`src/rtl/spi_cfg_pkg.sv`:
```
package spi_cfg_pkg;

   localparam int CMD_W   = 8;
   localparam int DATA_W  = 8;
   localparam int FRAME_W = CMD_W + DATA_W;
   localparam int ADDR_W  = 4;
   localparam int CNT_W   = $clog2(FRAME_W);

   // command byte layout (fixed by the frame format)
   typedef struct packed {
      logic              rd;
      logic [2:0]        rsvd;
      logic [ADDR_W-1:0] addr;
   } cmd_t;

   // configuration byte layout (fixed by the decode)
   typedef struct packed {
      logic       rsvd;
      logic [1:0] amp_en;
      logic       filt_route;
      logic       cm_sel;
      logic [1:0] gain2;
      logic       gain1;
   } cfg_t;

   typedef enum logic [1:0] {
      KEY_LOCKED = 2'd0,
      KEY_ARMED  = 2'd1,
      KEY_OPEN   = 2'd2
   } key_state_e;

   function automatic logic cmd_ok(input cmd_t c);
      return c.rsvd == 3'b000;
   endfunction

endpackage

```
`src/rtl/spi_cfg_sync.sv`:
```
module spi_cfg_sync #(
   parameter int             W       = 3,
   parameter int             STAGES  = 2,
   parameter logic [W-1:0]   RST_VAL = '0
) (
   input  logic         clk,
   input  logic         rst_n,
   input  logic [W-1:0] d,
   output logic [W-1:0] q
);

   generate
      if (STAGES > 4) begin : g_bad_depth
         $error("spi_cfg_sync: STAGES must be 0 to 4");
      end

      if (STAGES == 0) begin : g_bypass
         assign q = d;
      end else begin : g_chain
         logic [W-1:0] stg [STAGES];
         always_ff @(posedge clk or negedge rst_n) begin
            if (!rst_n) begin
               for (int i = 0; i < STAGES; i++) stg[i] <= RST_VAL;
            end else begin
               stg[0] <= d;
               for (int i = 1; i < STAGES; i++) stg[i] <= stg[i-1];
            end
         end
         assign q = stg[STAGES-1];
      end
   endgenerate

endmodule

```
`src/rtl/spi_cfg_frame.sv`:
```
module spi_cfg_frame
   import spi_cfg_pkg::*;
(
   input  logic                          clk,
   input  logic                          rst_n,
   input  logic                          cs_act,
   input  logic                          sclk_s,
   input  logic                          sdi_s,
   input  logic                          rd_allow,
   input  logic [DATA_W-1:0]             rd_data,
   output logic [ADDR_W-1:0]             rd_addr,
   output logic                          frame_done,
   output logic [CMD_W-1:0]              frame_cmd,
   output logic [DATA_W-1:0]             frame_dat,
   output logic [CNT_W-1:0]              bit_cnt,
   output logic                          sdo,
   output logic                          sdo_oe
);

   localparam logic [CNT_W-1:0] LAST_BIT = CNT_W'(FRAME_W - 1);
   localparam logic [CNT_W-1:0] CMD_LAST = CNT_W'(CMD_W - 1);
   localparam logic [CNT_W-1:0] TURN_BIT = CNT_W'(CMD_W);

   logic               sclk_q;
   logic               rise, fall;
   logic [FRAME_W-1:0] shreg;
   cmd_t               cmd_q;
   logic [DATA_W-1:0]  out_sh;
   logic               start_rd;

   assign rise = sclk_s & ~sclk_q;
   assign fall = ~sclk_s & sclk_q;

   // turnaround is allowed only for a well-formed read while unlocked
   assign start_rd = (bit_cnt == TURN_BIT) && cmd_q.rd && cmd_ok(cmd_q) && rd_allow;

   always_ff @(posedge clk or negedge rst_n) begin
      if (!rst_n) begin
         sclk_q     <= 1'b0;
         bit_cnt    <= '0;
         shreg      <= '0;
         cmd_q      <= '0;
         out_sh     <= '0;
         sdo_oe     <= 1'b0;
         frame_done <= 1'b0;
      end else begin
         sclk_q     <= sclk_s;
         frame_done <= 1'b0;
         if (!cs_act) begin
            bit_cnt <= '0;
            sdo_oe  <= 1'b0;
         end else if (rise) begin
            shreg <= {shreg[FRAME_W-2:0], sdi_s};
            if (bit_cnt == CMD_LAST) cmd_q <= cmd_t'({shreg[CMD_W-2:0], sdi_s});
            if (bit_cnt == LAST_BIT) begin
               bit_cnt    <= '0;
               frame_done <= 1'b1;
               sdo_oe     <= 1'b0;
            end else begin
               bit_cnt <= bit_cnt + 1'b1;
            end
         end else if (fall) begin
            if (start_rd) begin
               out_sh <= rd_data;
               sdo_oe <= 1'b1;
            end else if (sdo_oe) begin
               out_sh <= {out_sh[DATA_W-2:0], 1'b0};
            end
         end
      end
   end

   assign rd_addr   = cmd_q.addr;
   assign frame_cmd = shreg[FRAME_W-1:DATA_W];
   assign frame_dat = shreg[DATA_W-1:0];
   assign sdo       = out_sh[DATA_W-1];

endmodule

```
`src/rtl/spi_cfg_regs.sv`:
```
module spi_cfg_regs
   import spi_cfg_pkg::*;
#(
   parameter logic [ADDR_W-1:0] CFG_ADDR   = 4'h0,
   parameter logic [ADDR_W-1:0] DAC_ADDR   = 4'h1,
   parameter logic [ADDR_W-1:0] KEY_ADDR   = 4'hF,
   parameter logic [DATA_W-1:0] KEY_FIRST  = 8'hFE,
   parameter logic [DATA_W-1:0] KEY_SECOND = 8'hED,
   parameter logic [DATA_W-1:0] CFG_RST    = 8'h00,
   parameter logic [DATA_W-1:0] DAC_RST    = 8'h80
) (
   input  logic              clk,
   input  logic              rst_n,
   input  logic              frame_done,
   input  logic [CMD_W-1:0]  frame_cmd,
   input  logic [DATA_W-1:0] frame_dat,
   input  logic [ADDR_W-1:0] rd_addr,
   output logic [DATA_W-1:0] rd_data,
   output logic              unlocked,
   output logic [1:0]        amp_en,
   output logic              filt_route,
   output logic              cm_sel,
   output logic [1:0]        gain2_sel,
   output logic              gain1_sel,
   output logic [DATA_W-1:0] dac_code
);

   generate
      if (CFG_ADDR == DAC_ADDR || CFG_ADDR == KEY_ADDR || DAC_ADDR == KEY_ADDR) begin : g_bad_map
         $error("spi_cfg_regs: register addresses must differ");
      end
      if (KEY_FIRST == KEY_SECOND) begin : g_bad_key
         $error("spi_cfg_regs: key bytes must differ");
      end
   endgenerate

   cmd_t       cmd;
   logic       accept, wr;
   cfg_t       cfg_q;
   logic [DATA_W-1:0] dac_q;
   key_state_e key_q;

   assign cmd    = cmd_t'(frame_cmd);
   assign accept = frame_done && cmd_ok(cmd);
   assign wr     = accept && !cmd.rd;

   always_ff @(posedge clk or negedge rst_n) begin
      if (!rst_n) begin
         cfg_q <= cfg_t'({1'b0, CFG_RST[DATA_W-2:0]});
         dac_q <= DAC_RST;
      end else if (wr) begin
         if (cmd.addr == CFG_ADDR) cfg_q <= cfg_t'({1'b0, frame_dat[DATA_W-2:0]});
         if (cmd.addr == DAC_ADDR) dac_q <= frame_dat;
      end
   end

   // key sequencer: first key arms, second key on the very next accepted frame opens
   always_ff @(posedge clk or negedge rst_n) begin
      if (!rst_n) begin
         key_q <= KEY_LOCKED;
      end else if (accept) begin
         if (wr && cmd.addr == KEY_ADDR) begin
            if (frame_dat == KEY_FIRST)
               key_q <= KEY_ARMED;
            else if (frame_dat == KEY_SECOND && key_q == KEY_ARMED)
               key_q <= KEY_OPEN;
            else
               key_q <= KEY_LOCKED;
         end else if (key_q == KEY_ARMED) begin
            key_q <= KEY_LOCKED;
         end
      end
   end

   always_comb begin
      if (rd_addr == CFG_ADDR)      rd_data = cfg_q;
      else if (rd_addr == DAC_ADDR) rd_data = dac_q;
      else                          rd_data = '0;
   end

   assign unlocked   = (key_q == KEY_OPEN);
   assign amp_en     = cfg_q.amp_en;
   assign filt_route = cfg_q.filt_route;
   assign cm_sel     = cfg_q.cm_sel;
   assign gain2_sel  = cfg_q.gain2;
   assign gain1_sel  = cfg_q.gain1;
   assign dac_code   = dac_q;

endmodule

```
`src/rtl/spi_cfg_slave.sv`:
```
module spi_cfg_slave
   import spi_cfg_pkg::*;
#(
   parameter int                SYNC_STAGES = 2,
   parameter logic [ADDR_W-1:0] CFG_ADDR    = 4'h0,
   parameter logic [ADDR_W-1:0] DAC_ADDR    = 4'h1,
   parameter logic [ADDR_W-1:0] KEY_ADDR    = 4'hF,
   parameter logic [DATA_W-1:0] KEY_FIRST   = 8'hFE,
   parameter logic [DATA_W-1:0] KEY_SECOND  = 8'hED,
   parameter logic [DATA_W-1:0] DAC_RST     = 8'h80
) (
   input  logic        clk,
   input  logic        rst_n,
   input  logic        spi_csn,
   input  logic        spi_sclk,
   input  logic        sdio_in,
   output logic        sdio_out,
   output logic        sdio_oe,
   output logic [1:0]  amp_en,
   output logic        filt_route,
   output logic        cm_sel,
   output logic [1:0]  gain2_sel,
   output logic        gain1_sel,
   output logic [7:0]  dac_code
);

   logic [2:0]        pins_s;
   logic              cs_act;
   logic              frame_done;
   logic              unlocked;
   logic [CMD_W-1:0]  frame_cmd;
   logic [DATA_W-1:0] frame_dat;
   logic [DATA_W-1:0] rd_data;
   logic [ADDR_W-1:0] rd_addr;
   logic [CNT_W-1:0]  bit_cnt;

   spi_cfg_sync #(
      .W       (3),
      .STAGES  (SYNC_STAGES),
      .RST_VAL (3'b100)
   ) u_sync (
      .clk   (clk),
      .rst_n (rst_n),
      .d     ({spi_csn, spi_sclk, sdio_in}),
      .q     (pins_s)
   );

   assign cs_act = ~pins_s[2];

   spi_cfg_frame u_frame (
      .clk        (clk),
      .rst_n      (rst_n),
      .cs_act     (cs_act),
      .sclk_s     (pins_s[1]),
      .sdi_s      (pins_s[0]),
      .rd_allow   (unlocked),
      .rd_data    (rd_data),
      .rd_addr    (rd_addr),
      .frame_done (frame_done),
      .frame_cmd  (frame_cmd),
      .frame_dat  (frame_dat),
      .bit_cnt    (bit_cnt),
      .sdo        (sdio_out),
      .sdo_oe     (sdio_oe)
   );

   spi_cfg_regs #(
      .CFG_ADDR   (CFG_ADDR),
      .DAC_ADDR   (DAC_ADDR),
      .KEY_ADDR   (KEY_ADDR),
      .KEY_FIRST  (KEY_FIRST),
      .KEY_SECOND (KEY_SECOND),
      .CFG_RST    (8'h00),
      .DAC_RST    (DAC_RST)
   ) u_regs (
      .clk        (clk),
      .rst_n      (rst_n),
      .frame_done (frame_done),
      .frame_cmd  (frame_cmd),
      .frame_dat  (frame_dat),
      .rd_addr    (rd_addr),
      .rd_data    (rd_data),
      .unlocked   (unlocked),
      .amp_en     (amp_en),
      .filt_route (filt_route),
      .cm_sel     (cm_sel),
      .gain2_sel  (gain2_sel),
      .gain1_sel  (gain1_sel),
      .dac_code   (dac_code)
   );

endmodule

```
`config.mk`:
```
export PLATFORM = sky130hd
export DESIGN_NAME = spi_cfg_slave
export DESIGN_NICKNAME = d
export VERILOG_FILES = /design/src/rtl/spi_cfg_pkg.sv /design/src/rtl/spi_cfg_sync.sv /design/src/rtl/spi_cfg_frame.sv /design/src/rtl/spi_cfg_regs.sv /design/src/rtl/spi_cfg_slave.sv
export SDC_FILE = /design/constraint.sdc
export NUM_CORES = 1
export LEC_CHECK = 0
export ABC_AREA = 1
export BUFFER_PORTS_ARGS = -buffer_cell sky130_fd_sc_hd__buf_2
export CAP_MARGIN = 20
export CORE_MARGIN = 4
export CORE_UTILIZATION = 63
export CTS_CLUSTER_DIAMETER = 200
export CTS_CLUSTER_SIZE = 16
export DETAILED_ROUTE_END_ITERATION = 8
export PLACE_DENSITY_LB_ADDON = 0.1
export SYNTH_ARGS = -nofsm -noshare
export SYNTH_HDL_FRONTEND = slang
export SYNTH_SLANG_ARGS = --single-unit
```
`constraint.sdc`:
```
create_clock -name clk -period 2.6 [get_ports clk]
set_clock_uncertainty 0.1 [all_clocks]
set_input_delay 0.13 -clock clk [delete_from_list [all_inputs] [get_ports clk]]
set_output_delay 0.13 -clock clk [all_outputs]
set_load 0.02 [all_outputs]
```
=== Yosys cells after proc, flatten, opt, wreduce, memory -nomap -nowiden ===
Index checks and enable logic that the tools add are counted.
Widths: inputs -> output; s select.

* Output and inout bits: 17
* Bits of input ports: 5
* Flip-flop bits (word level): 62

* Equal/unequal tests: 11
* Add/subtract/negate cells: 1
* Reductions and logical operators: 24
* Multiplexer cells: 19
* Bitwise gates (word level): 6

{| class="wikitable"
|+ Operators by type and width
! operator !! number
|-
| $mux 8 || 4
|-
| $eq 8x8->1 const B || 2
|-
| $eq 4x4->1 const B || 3
|-
| $mux 4 || 3
|-
| $eq 4x1->1 const B || 2
|-
| $logic_not 4->1 || 2
|-
| $mux 1 || 8
|-
| $mux 2 || 4
|-
| $reduce_and 2->1 || 4
|-
| $logic_and 1x1->1 || 7
|-
| $logic_not 3->1 || 2
|-
| $reduce_and 3->1 || 2
|-
| $reduce_bool 2->1 || 3
|-
| $reduce_bool 3->1 || 2
|-
| $add 4x1->4 const B || 1
|-
| $eq 4x3->1 const B || 1
|-
| $not 1->1 || 4
|-
| $reduce_and 4->1 || 1
|-
| $ne 3x3->1 const B || 1
|-
| $and 1x1->1 || 2
|-
| $eq 2x1->1 const B || 1
|-
| $eq 2x2->1 const B || 1
|-
| $logic_not 1->1 || 1
|}

=== Logic depth before layout (Yosys ltp) ===
Gate-level depths: netlist of the first run.

* Depth in word-level cells: 8
* Depth in mapped cells: 9

=== Cells and area by module ===
A second synthesis of the first run with hierarchy kept.

* Cell total of the unflattened synthesis: 338
* Area total of the unflattened synthesis: 2872.8 um2

{| class="wikitable"
|+ By module, submodules not included
! module !! instances !! cells an instance !! area each (um2) !! seq. area each (um2)
|-
| spi_cfg_frame || 1 || 202 || 1746.7 || 975.9
|-
| spi_cfg_regs || 1 || 126 || 947.2 || 426.7
|-
| spi_cfg_sync || 1 || 9 || 175.2 || 152.6
|-
| spi_cfg_slave || 1 || 1 || 3.8 || 0.0
|}

=== Least setup slack after synthesis of the first run ===
OpenSTA, ideal clock, no wires.

* Path type: reg-to-reg
* From: register u_frame.bit_cnt[0]
* To: register u_frame.out_sh[7]
* Setup slack: 1.138 ns
* Library setup time: 0.116 ns
* Required time: 2.384 ns
* Period minus slack after synthesis: 1.462 ns
* Arrival: 1.245 ns
* Buffers on the path: 0
* Cell stages (with the launch flop): 10
* Cell sequence: dfrtp_1 inv_1 ha_1 nand2_1 nor2_1 nand3_4 nand2_2 nand2_2 nand2_1 nand2_1

* Cells in the longest elaborated chain, start to end: 6

{| class="wikitable"
|+ Ends and longest elaborated chain
! what !! RTL line !! source
|-
| start, declared || spi_cfg_frame.sv:15 || <nowiki>output logic [CNT_W-1:0] bit_cnt,</nowiki>
|-
| start signal, assigned || spi_cfg_frame.sv:60 || <nowiki>bit_cnt <= bit_cnt + 1'b1;</nowiki>
|-
| $eq 4x4->1 (*) || spi_cfg_frame.sv:35 || <nowiki>assign start_rd = (bit_cnt == TURN_BIT) && cmd_q.rd && cmd_ok(cmd_q) && rd_allow;</nowiki>
|-
| $logic_and 1x1->1 (*) (3 in a row) || spi_cfg_frame.sv:35 ||
|-
| $reduce_bool 2->1 (no line) || n/a ||
|-
| $reduce_and 4->1 (no line) || n/a ||
|-
| end signal, assigned || spi_cfg_frame.sv:64 || <nowiki>out_sh <= rd_data;</nowiki>
|-
| end signal, assigned || spi_cfg_frame.sv:67 || <nowiki>out_sh <= {out_sh[DATA_W-2:0], 1'b0};</nowiki>
|-
| end, declared || spi_cfg_frame.sv:28 || <nowiki>logic [DATA_W-1:0] out_sh;</nowiki>
|}

Mark *: on every way between the ends. The rest lies on a longest branch, timed or not.
A chain may end at the register's enable or synchronous reset.

=== Worst setup path after layout of the first run ===
* From: register u_frame.sclk_q
* To: register u_frame.cmd_q (netlist bit u_frame.rd_addr[0])

* Cells in the longest elaborated chain, start to end: 3

{| class="wikitable"
|+ Ends and longest elaborated chain
! what !! RTL line !! source
|-
| start, declared || spi_cfg_frame.sv:24 || <nowiki>logic sclk_q;</nowiki>
|-
| start signal, assigned || spi_cfg_frame.sv:47 || <nowiki>sclk_q <= sclk_s;</nowiki>
|-
| $not 1->1 || spi_cfg_frame.sv:31 || <nowiki>assign rise = sclk_s & ~sclk_q;</nowiki>
|-
| $and 1x1->1 || spi_cfg_frame.sv:31 ||
|-
| $reduce_and 3->1 (no line) || n/a ||
|-
| end signal, assigned || spi_cfg_frame.sv:54 || <nowiki>if (bit_cnt == CMD_LAST) cmd_q <= cmd_t'({shreg[CMD_W-2:0], sdi_s});</nowiki>
|-
| end, declared || spi_cfg_frame.sv:27 || <nowiki>cmd_t cmd_q;</nowiki>
|}

No other way between the ends.

==> metrics, run 1 <==
required time of the critical path about 2.7 ns; total detailed-routing wirelength about 5.6 mm; setup TNS 0 ns; Initial Utilization 0.677; final setup fails 0; first-pass GRT wire length ~9.7 mm; post-route ant nets 0; Layout area overhead 12.6%; most frequent cells in the layout nand2_1 (79), dfrtp_1 (59), inv_1 (28); Root Buffer clkbuf_8; CTS Buf Count 9; Int Power between 0.001 and 0.0015 W; Net count, final 346; DP Wirelength about 3.8 mm; vias per inst 5.41; Reg clk slew, reported paths 0.07 ns; most common cell after layout, fill and taps aside nand2_1; # fillers between 300 and 400; synthesized net count 315; post-synthesis cell type count 28; htree depth 3; Flop pwr share 0.527; Placer Congestion 0.808; fraction of layout cells with a size suffix above 1 0.203; worst-margin pin slew 0.680 ns; Ys Warns 0; min cycle time layout between 1.5 and 2 ns; Sw Share 0.250; #FFs+latches synth 62; die area between 5000 and 6000 sq um; NetSw 0.000491 W; Row Count 23; critical path's largest stage delay 0.40 ns; Syn Inst Count 308; input/output buffers 21; core area 4140 sq um; sequential element share of the synthesized area 0.555; Crit-path slowest cell dfrtp_1; via count around 2100; crit path max fanout 31; clk sinks 62; antenna violations before repair 0; grt ovf 0; fmax about 540 MHz; clock power share 0.406; Max clock buf depth 2; startpoint types flip-flop; Critical Path End Type flip-flop; crit path cell chain or2_4 -> nor2_8 -> nand4_4 -> nand2_1 -> o21ai_2; RSZ-0062 raised after global routing false; slew margin rel. 0.547; vias in the first global route 2005; # diodes 0; maxcap violations 0; placed cell count 374; Hold/Removal Path Class input port to async pin; Syn Area/Cell between 9 and 10 sq um; clk_lat worst skew 0.34 ns; Critical Path AT roughly 2.0 ns; Worst IR Drop VDD between 500 and 600 uV; period utilisation layout 0.707; per-cell routed wire length 14.3 microns; Critical Setup Path Class flip-flop to flip-flop; P per Cell Area 622 nW/um^2; Die Y roughly 75 microns; Total Routing Usage GR 0.239; drc violations 0; number of gates resized after cts 0; Leakage 1.55 nW; Starting DRT DRC Count 191; combinational power share 0.066; CTS tree built; Synth Cell Area ~2800 sq um; endpoints failing hold 0; max-slew violations 0; drt pass-1 iters 5; fin cells around 390; status complete, no violations; pin count of the biggest net entering global routing 32; die width 74.7 microns; number of I/O pins 22
state kept, by name, summed over array words and instances, names as in the netlist, 2 cells and up:
signal	cells
u_frame.bit_cnt	4
u_frame.cmd_q	4
u_frame.out_sh	8
u_frame.rd_addr	4
u_frame.shreg	16
u_regs.amp_en	2
u_regs.dac_code	8
u_regs.gain2_sel	2
u_regs.key_q	2
u_sync.g_chain.stg	3
u_sync.q	3
through the flow:
step	power (W)	hold WS [ns]	worst slack (ns)	instance area, sq um	util
4_1_cts	0.00198	0.264	0.751	3160	0.762
2_1_floorplan	0.00112	-0.266	1.14	2800	-
5_1_grt	0.00205	0.266	0.632	3160	0.762
3_3_place_gp	0.00117	0.105	0.848	2940	0.708
6_report	0.00196	0.259	0.761	3160	0.762
3_5_place_dp	0.00118	0.105	0.784	2940	0.708
critical path: cells and delay by family, from the launching register on:
| kind | cells | cell delay [ns] |
|---|---|---|
| simple gates | 4 | 1.14 |
| flops | 1 | 0.40 |
| compound gates | 1 | 0.07 |
cells in the mapped netlist (all sizes together):
| cell | count | area (sq um) |
|---|---|---|
| a21oi | 16 | 91.3 |
| buf | 6 | 47.5 |
| clkbuf | 1 | 3.75 |
| dfrtp | 59 | 1480 |
| dfstp | 3 | 78.8 |
| ha | 2 | 25.0 |
| inv | 31 | 116 |
| nand2 | 85 | 334 |
| nand3 | 27 | 148 |
| nand4 | 8 | 80.1 |
| nor2 | 32 | 169 |
| nor3 | 1 | 5.00 |
| o21ai | 32 | 190 |
| o22ai | 2 | 12.5 |
| or2 | 1 | 8.76 |
| xnor2 | 1 | 8.76 |
| xor2 | 1 | 8.76 |
repair_timing:
action	in CTS	in global routing
buffers inserted	0	0
endpoints found under the hold margin	30	0
hold buffers	4	0
cells by family (layout without fill, tap and decap cells):
group,after synthesis,after routing,synth area share
simple gates,154,154,0.266
flops,62,62,0.555
compound gates,50,50,0.105
buf+inv,38,74,0.0598
fa+ha+maj,2,2,0.00892
xor+xnor,2,2,0.00625
final timing paths:
check	startpoint	end	slack, ns	cells past startpoint
min	rst_n	u_frame.bit_cnt[1]	0.26	2
max in group asynchronous	rst_n	u_sync.g_chain.stg[5]	1.37	3
max reg2reg	u_frame.sclk_q	u_frame.rd_addr[0]	0.76	5
min in group clk	u_sync.g_chain.stg[5]	u_sync.q[2]	0.26	0
max	u_frame.sclk_q	u_frame.rd_addr[0]	0.76	5
min reg2reg	u_sync.g_chain.stg[5]	u_sync.q[2]	0.26	0
metal layers:
layer  vias to the layer above  global-route usage  part of all wire
li1                       1058                   -                 -
met4                         0               0.123             0.017
met5                         -                   0                 0
met2                        55               0.350              0.47
met3                        11              0.0494             0.044
met1                      1006               0.338              0.47
area by class of cell:
cell class                 instances  area, sq um  share of cell area
clock buffer                      11          131              0.0416
clock inverter                     5         50.0              0.0159
inverter                          31          116              0.0369
multi-input combinational        208         1080               0.342
sequential                        62         1560               0.493
tap                               50         62.6              0.0198
timing repair buffer              27          160              0.0507
power by group through the flow:
stage	clock [W]	sequential, W	combinational, W
2_1_floorplan	0	0.00104	0.0000753
3_3_place_gp	0	0.00105	0.000123
3_5_place_dp	0	0.00105	0.000126
4_1_cts	0.000814	0.00103	0.000132
5_1_grt	0.000857	0.00104	0.000148
6_report	0.000798	0.00104	0.000130
(Power assumes the default switching activity.)
==> run 2: changes to the inputs <==
CORE_UTILIZATION = 53   (was 63)
clock period = 1.67 ns   (was 2.6 ns; I/O delays follow)
==> run 2 against run 1 <==
Cell count up 7.1%. Via count is 0.56% higher. Critical path depth is the same. Critical endpoint is now u_frame.cmd_q[4]. Largest cell class unchanged.
==> metrics, run 2 (same netlist as run 1, synthesis figures left out) <==
Leakage 1.60 nW; Row Count 26; crit path cell chain or2_4 -> nor2_8 -> nand4_4 -> nand2_1 -> o21ai_2; vias per inst 5.08; fmax roughly 640 MHz; Max clock buf depth 2; Root Buffer clkbuf_8; Final Instance Area 3300 sq um; Critical Path End Type flip-flop; maxcap violations 0; setup TNS 0 ns; vias in the first global route a little over 2000; worst reg-to-reg setup slack 0.12 ns; most common cell after layout, fill and taps aside nand2_1; clk_lat worst skew between 0.3 and 0.4 ns; crit path max fanout 16; final setup fails 0; P per Cell Area 952 nW/um^2; clk sinks slightly above 60; most frequent cells in the layout nand2_1 (77), dfrtp_1 (59), nand3_1 (26), inv_1 (26), o21ai_0 (24); # fillers 444; die area approximately 6500 sq um; Critical Path AT 1.68 ns; Critical Setup Path Class flip-flop to flip-flop; largest register by flop count u_frame.shreg; max reg flops 16; drc violations 0; min cycle time layout between 1.5 and 2 ns; Layout area overhead 17.6%; Hold/Removal Path Class input port to async pin; drt pass-1 iters 4; CTS Buf Count 9; Worst IR Drop VDD 680 uV; DP Wirelength 3.82 mm; Placer Congestion approximately 0.80; number of I/O pins 22; slew margin rel. 0.754; fraction of layout cells with a size suffix above 1 0.241; critical path's largest stage delay 0.39 ns; per-cell routed wire length approximately 14 microns; htree depth 3; Post-DP Area 3000 sq um; status complete, no violations; Reg clk slew, reported paths 0.07 ns; post-route ant nets 0; Initial Utilization 0.549; CTS tree built; startpoint types flip-flop; input/output buffers 21; first-pass GRT wire length 9.60 mm; total detailed-routing wirelength 5.72 mm; Die Y 80.7 microns; # diodes 0; Total Routing Usage GR 0.197; worst-margin pin slew 0.368 ns; period utilisation layout 0.931; antenna violations before repair 0; pin count of the biggest net entering global routing 63; max-slew violations 0; core area 5110 sq um; Crit-path slowest cell dfrtp_1; die width roughly 81 microns; endpoints failing hold 0; Net count, final 354; required time of the critical path 1.79 ns; grt ovf 0; via count 2142; Layout Utilization 0.646; Starting DRT DRC Count 151
-- run 2: worst max-delay path, delay by kind of cell, from the launching register on --
| family | cells | cell delay [ns] |
|---|---|---|
| compound gates | 1 | 0.06 |
| flops | 1 | 0.39 |
| simple gates | 4 | 0.90 |
-- run 2: metal layers --
metal  share of wire  global-route usage
met5               0                   0
met4           0.014              0.0659
met3           0.048              0.0743
met2            0.48               0.305
met1            0.46               0.256
-- run 2: cell type report --
type,instances,area (sq um),share of cell area
inverter,31,116,0.0353
tap,70,87.6,0.0266
timing repair buffer,35,233,0.0706
clock buffer,12,155,0.0470
clock inverter,4,45.0,0.0137
multi-input combinational,208,1110,0.335
sequential,62,1560,0.472
-- run 2: final timing paths --
check	startpoint	end	cells past startpoint
setup reg to reg	u_frame.sclk_q	u_frame.cmd_q[4]	5
hold / removal	rst_n	u_frame.bit_cnt[0]	3
max in group asynchronous	rst_n	u_regs.dac_code[7]	3
hold reg to reg	u_sync.g_chain.stg[3]	u_sync.q[0]	0
setup / recovery	u_frame.sclk_q	u_frame.cmd_q[4]	5
min in group clk	u_sync.g_chain.stg[3]	u_sync.q[0]	0
-- run 2: power by group --
part           leakage [nW]  total [W]  internal (W)  switching [W]
registers             0.838    0.00161       0.00156      0.0000482
clock network         0.106    0.00131      0.000763       0.000548
logic                 0.654   0.000218     0.0000615       0.000157
-- run 2: through the flow --
step                      hold WS [ns]  setup WS (ns)  instances  power, W
final                            0.192          0.115        422   0.00314
after global routing             0.217       -0.00384        422   0.00328
after CTS                        0.199         0.0643        418   0.00316
after detailed placement        0.0211         0.0188        398   0.00184
after global placement          0.0210         0.0257        398   0.00183
after floorplan                 -0.312          0.208        308   0.00174
-- run 2: repair_timing --
item / in CTS / in global routing
hold buffers: 4 / 0
gates resized for setup: 1 / 7
hold endpoints to repair: 65 / 0
pin swaps: 0 / 6
endpoints found under the setup margin: 3 / 8
cloned: 0 / 0
buffers inserted: 0 / 4
==> run 3: changes to the inputs <==
SYNTH_HIERARCHICAL = 1   (was not set)
==> run 3 against run 2 <==
Fmax increased by 2.4%. Combinational power decreased by 21%. Highest routed layer unchanged. Final area decreased by 0.46%. Synthesized area increased by 2.5%. Register-to-register slack improved by 0.04 ns. Cell count increased by 5.2%.
==> metrics, run 3 <==
DP Wirelength 3.77 mm; Placer Congestion 0.783; post-route ant nets 0; # fillers between 400 and 500; input/output buffers 21; antenna violations before repair 0; core area 5170 sq um; worst-margin pin slew 0.502 ns; Critical Path AT 1.68 ns; Row Count 26; Post-DP Area ~3000 sq um; count leader, synth nand2_1; crit path cell chain inv_2 -> ha_2 -> nand2_2 -> nor2_8 -> nand2_8 -> a21oi_4 -> nand2_1 -> nand2_1; Critical Setup Path Class flip-flop to flip-flop; sequential element share of the synthesized area 0.541; vias in the first global route 2034; first-pass GRT wire length 9.31 mm; Net count, final 376; post-synthesis cell type count 30; fmax roughly 660 MHz; P per Cell Area 899 nW/um^2; Final Instance Area 3280 sq um; vias per inst 4.77; area leader, netlist dfrtp_1; met3 routed WL 199 microns; CTS tree built; endpoints failing hold 0; Sw Share 0.238; status complete, no violations; slew margin rel. 0.662; Leakage 1.60 nW; Layout area overhead 14.3%; uppermost layer routed met4; NetSw roughly 0.0007 W; RSZ-0062 raised after global routing false; # diodes 0; pin count of the biggest net entering global routing 26; number of enable flip-flop cells after synthesis 0; max reg flops 16; WL met2 between 2 and 2.5 mm; die width a little over 80 microns; crit path max fanout 9; Reg clk slew, reported paths approximately 0.070 ns; critical path's largest stage delay 0.40 ns; fraction of registers with async set/reset 1.00; Worst IR Drop VDD 495 uV; R2R cell count 8; top-area cell type share of the netlist area 0.514; largest register by flop count u_frame/shreg; via count between 2000 and 2500; drt pass-1 iters 5; htree depth 3; min cycle time layout roughly 1.5 ns; Most used DFF post-synth dfrtp_1; required time of the critical path 1.84 ns; clk_lat worst skew 0.33 ns; clk sinks 62; clock power share 0.385; Crit-path slowest cell dfrtp_1; combinational power share 0.058; sequential cell area ~1600 sq um; maxcap violations 0; most common cell after layout, fill and taps aside nand2_1; Root Buffer clkbuf_8; Hold/Removal Path Class input port to async pin; #FFs+latches synth 62; Max clock buf depth 2; Total Routing Usage GR 0.187; top post-synthesis cells by area dfrtp_1 (51%), nand2_1 (15%), inv_1 (5.9%), o21ai_0 (4.0%), dfstp_2 (2.7%); Syn Inst Count around 340; Syn Area/Cell 8.50 sq um; number of I/O pins 22; max-slew violations 0; Die Y 81.6 microns; drc violations 0; per-cell routed wire length 12.0 microns; Initial Utilization 0.555; total detailed-routing wirelength approximately 5.3 mm; CTS Buf Count 9; startpoint types flip-flop; Critical Path End Type flip-flop; most frequent cells in the layout nand2_1 (117), dfrtp_1 (59), inv_1 (43); synthesized net count 345; Ys Warns 6; Synth Cell Area 2870 sq um; area of the multi-input gates 1060 sq um; Flop pwr share 0.557; most used cell, CP nand2_1; period utilisation layout 0.909; fraction of layout cells with a size suffix above 1 0.187; Starting DRT DRC Count 89; Int Power 0.00225 W; setup TNS 0 ns; final setup fails 0; die area between 6000 and 7000 sq um; commonest cells in the netlist nand2_1 (118), dfrtp_1 (59), inv_1 (45); grt ovf 0; wire length on met1 2.52 mm
## run 3: changes by cell type in the layout (fill, tap and decap cells not counted), sizes merged, moves of 2 or more
cell,previous run,this run
a21oi,16,2
buf,31,29
clkbuf,12,15
clkinv,3,1
inv,31,48
nand2,85,125
nand3,27,15
nand4,8,1
nor2,32,22
o21ai,32,36
o22ai,2,9
## run 3: worst max-delay path, delay by kind of cell, from the launching register on
kind                       cells  cell delay, ns
AOI/OAI and AO/OA              1            0.25
adders and majority gates      1            0.17
buffers and inverters          1            0.08
DFF                            1            0.40
and+or+nand+nor                5            0.47
## run 3: area by class of cell
type,instances,share of cell area
timing repair buffer,33,0.0701
clock buffer,15,0.0507
inverter,48,0.0549
multi-input combinational,215,0.322
sequential,62,0.474
tap,70,0.0267
clock inverter,1,0.00152
## run 3: worst paths after layout
path / start / to / slack [ns]
min in group clk: u_sync/g_chain.stg[3] / u_sync/q[0] / 0.25
worst max register to register: u_frame/bit_cnt[0] / u_frame/out_sh[6] / 0.15
worst max-delay path: u_frame/bit_cnt[0] / u_frame/out_sh[6] / 0.15
worst min register to register: u_sync/g_chain.stg[3] / u_sync/q[0] / 0.25
worst min-delay path: rst_n / u_regs/dac_code[2] / 0.13
max in group asynchronous: rst_n / u_sync/q[2] / 0.78
## run 3: stage by stage
step | power, W | worst slack [ns] | utilization | hold WS (ns) | cells
detailed placement | 0.00184 | 0.0996 | 0.587 | -0.0508 | 421
floorplan | 0.00175 | 0.199 | - | -0.312 | 338
finish | 0.00295 | 0.152 | 0.635 | 0.128 | 444
CTS | 0.00299 | 0.0718 | 0.628 | 0.125 | 441
global route | 0.00311 | 0.0179 | 0.635 | 0.147 | 444
global placement | 0.00183 | 0.107 | 0.587 | -0.0482 | 421
## run 3: logic make-up (layout without fill, tap and decap cells)
family | after synthesis | count (layout) | share of synthesized area
adders and majority gates | 2 | 2 | 0.00871
buffers and inverters | 61 | 97 | 0.0949
xor gates and xnor gates | 1 | 1 | 0.00305
AOI/OAI and AO/OA | 47 | 47 | 0.0923
DFF | 62 | 62 | 0.541
and+or+nand+nor | 165 | 165 | 0.260
## run 3: routing by layer
layer / global-route usage / up-vias
li1: - / 1103
met1: 0.248 / 973
met2: 0.292 / 33
met3: 0.0329 / 7
met4: 0.106 / 0
met5: 0 / -
## run 3: power by group through the flow
stage | registers (W) | clock network, W | logic [W]
after floorplan | 0.00164 | 0 | 0.000108
after global placement | 0.00167 | 0 | 0.000164
after detailed placement | 0.00167 | 0 | 0.000169
after CTS | 0.00164 | 0.00117 | 0.000176
after global routing | 0.00165 | 0.00124 | 0.000211
final | 0.00164 | 0.00114 | 0.000172
## run 3: repair_timing
action,CTS,global route
hold buffers,4,0
hold endpoints to repair,62,0
buffers inserted,0,3
endpoints found under the setup margin,0,8
resized for setup,0,5
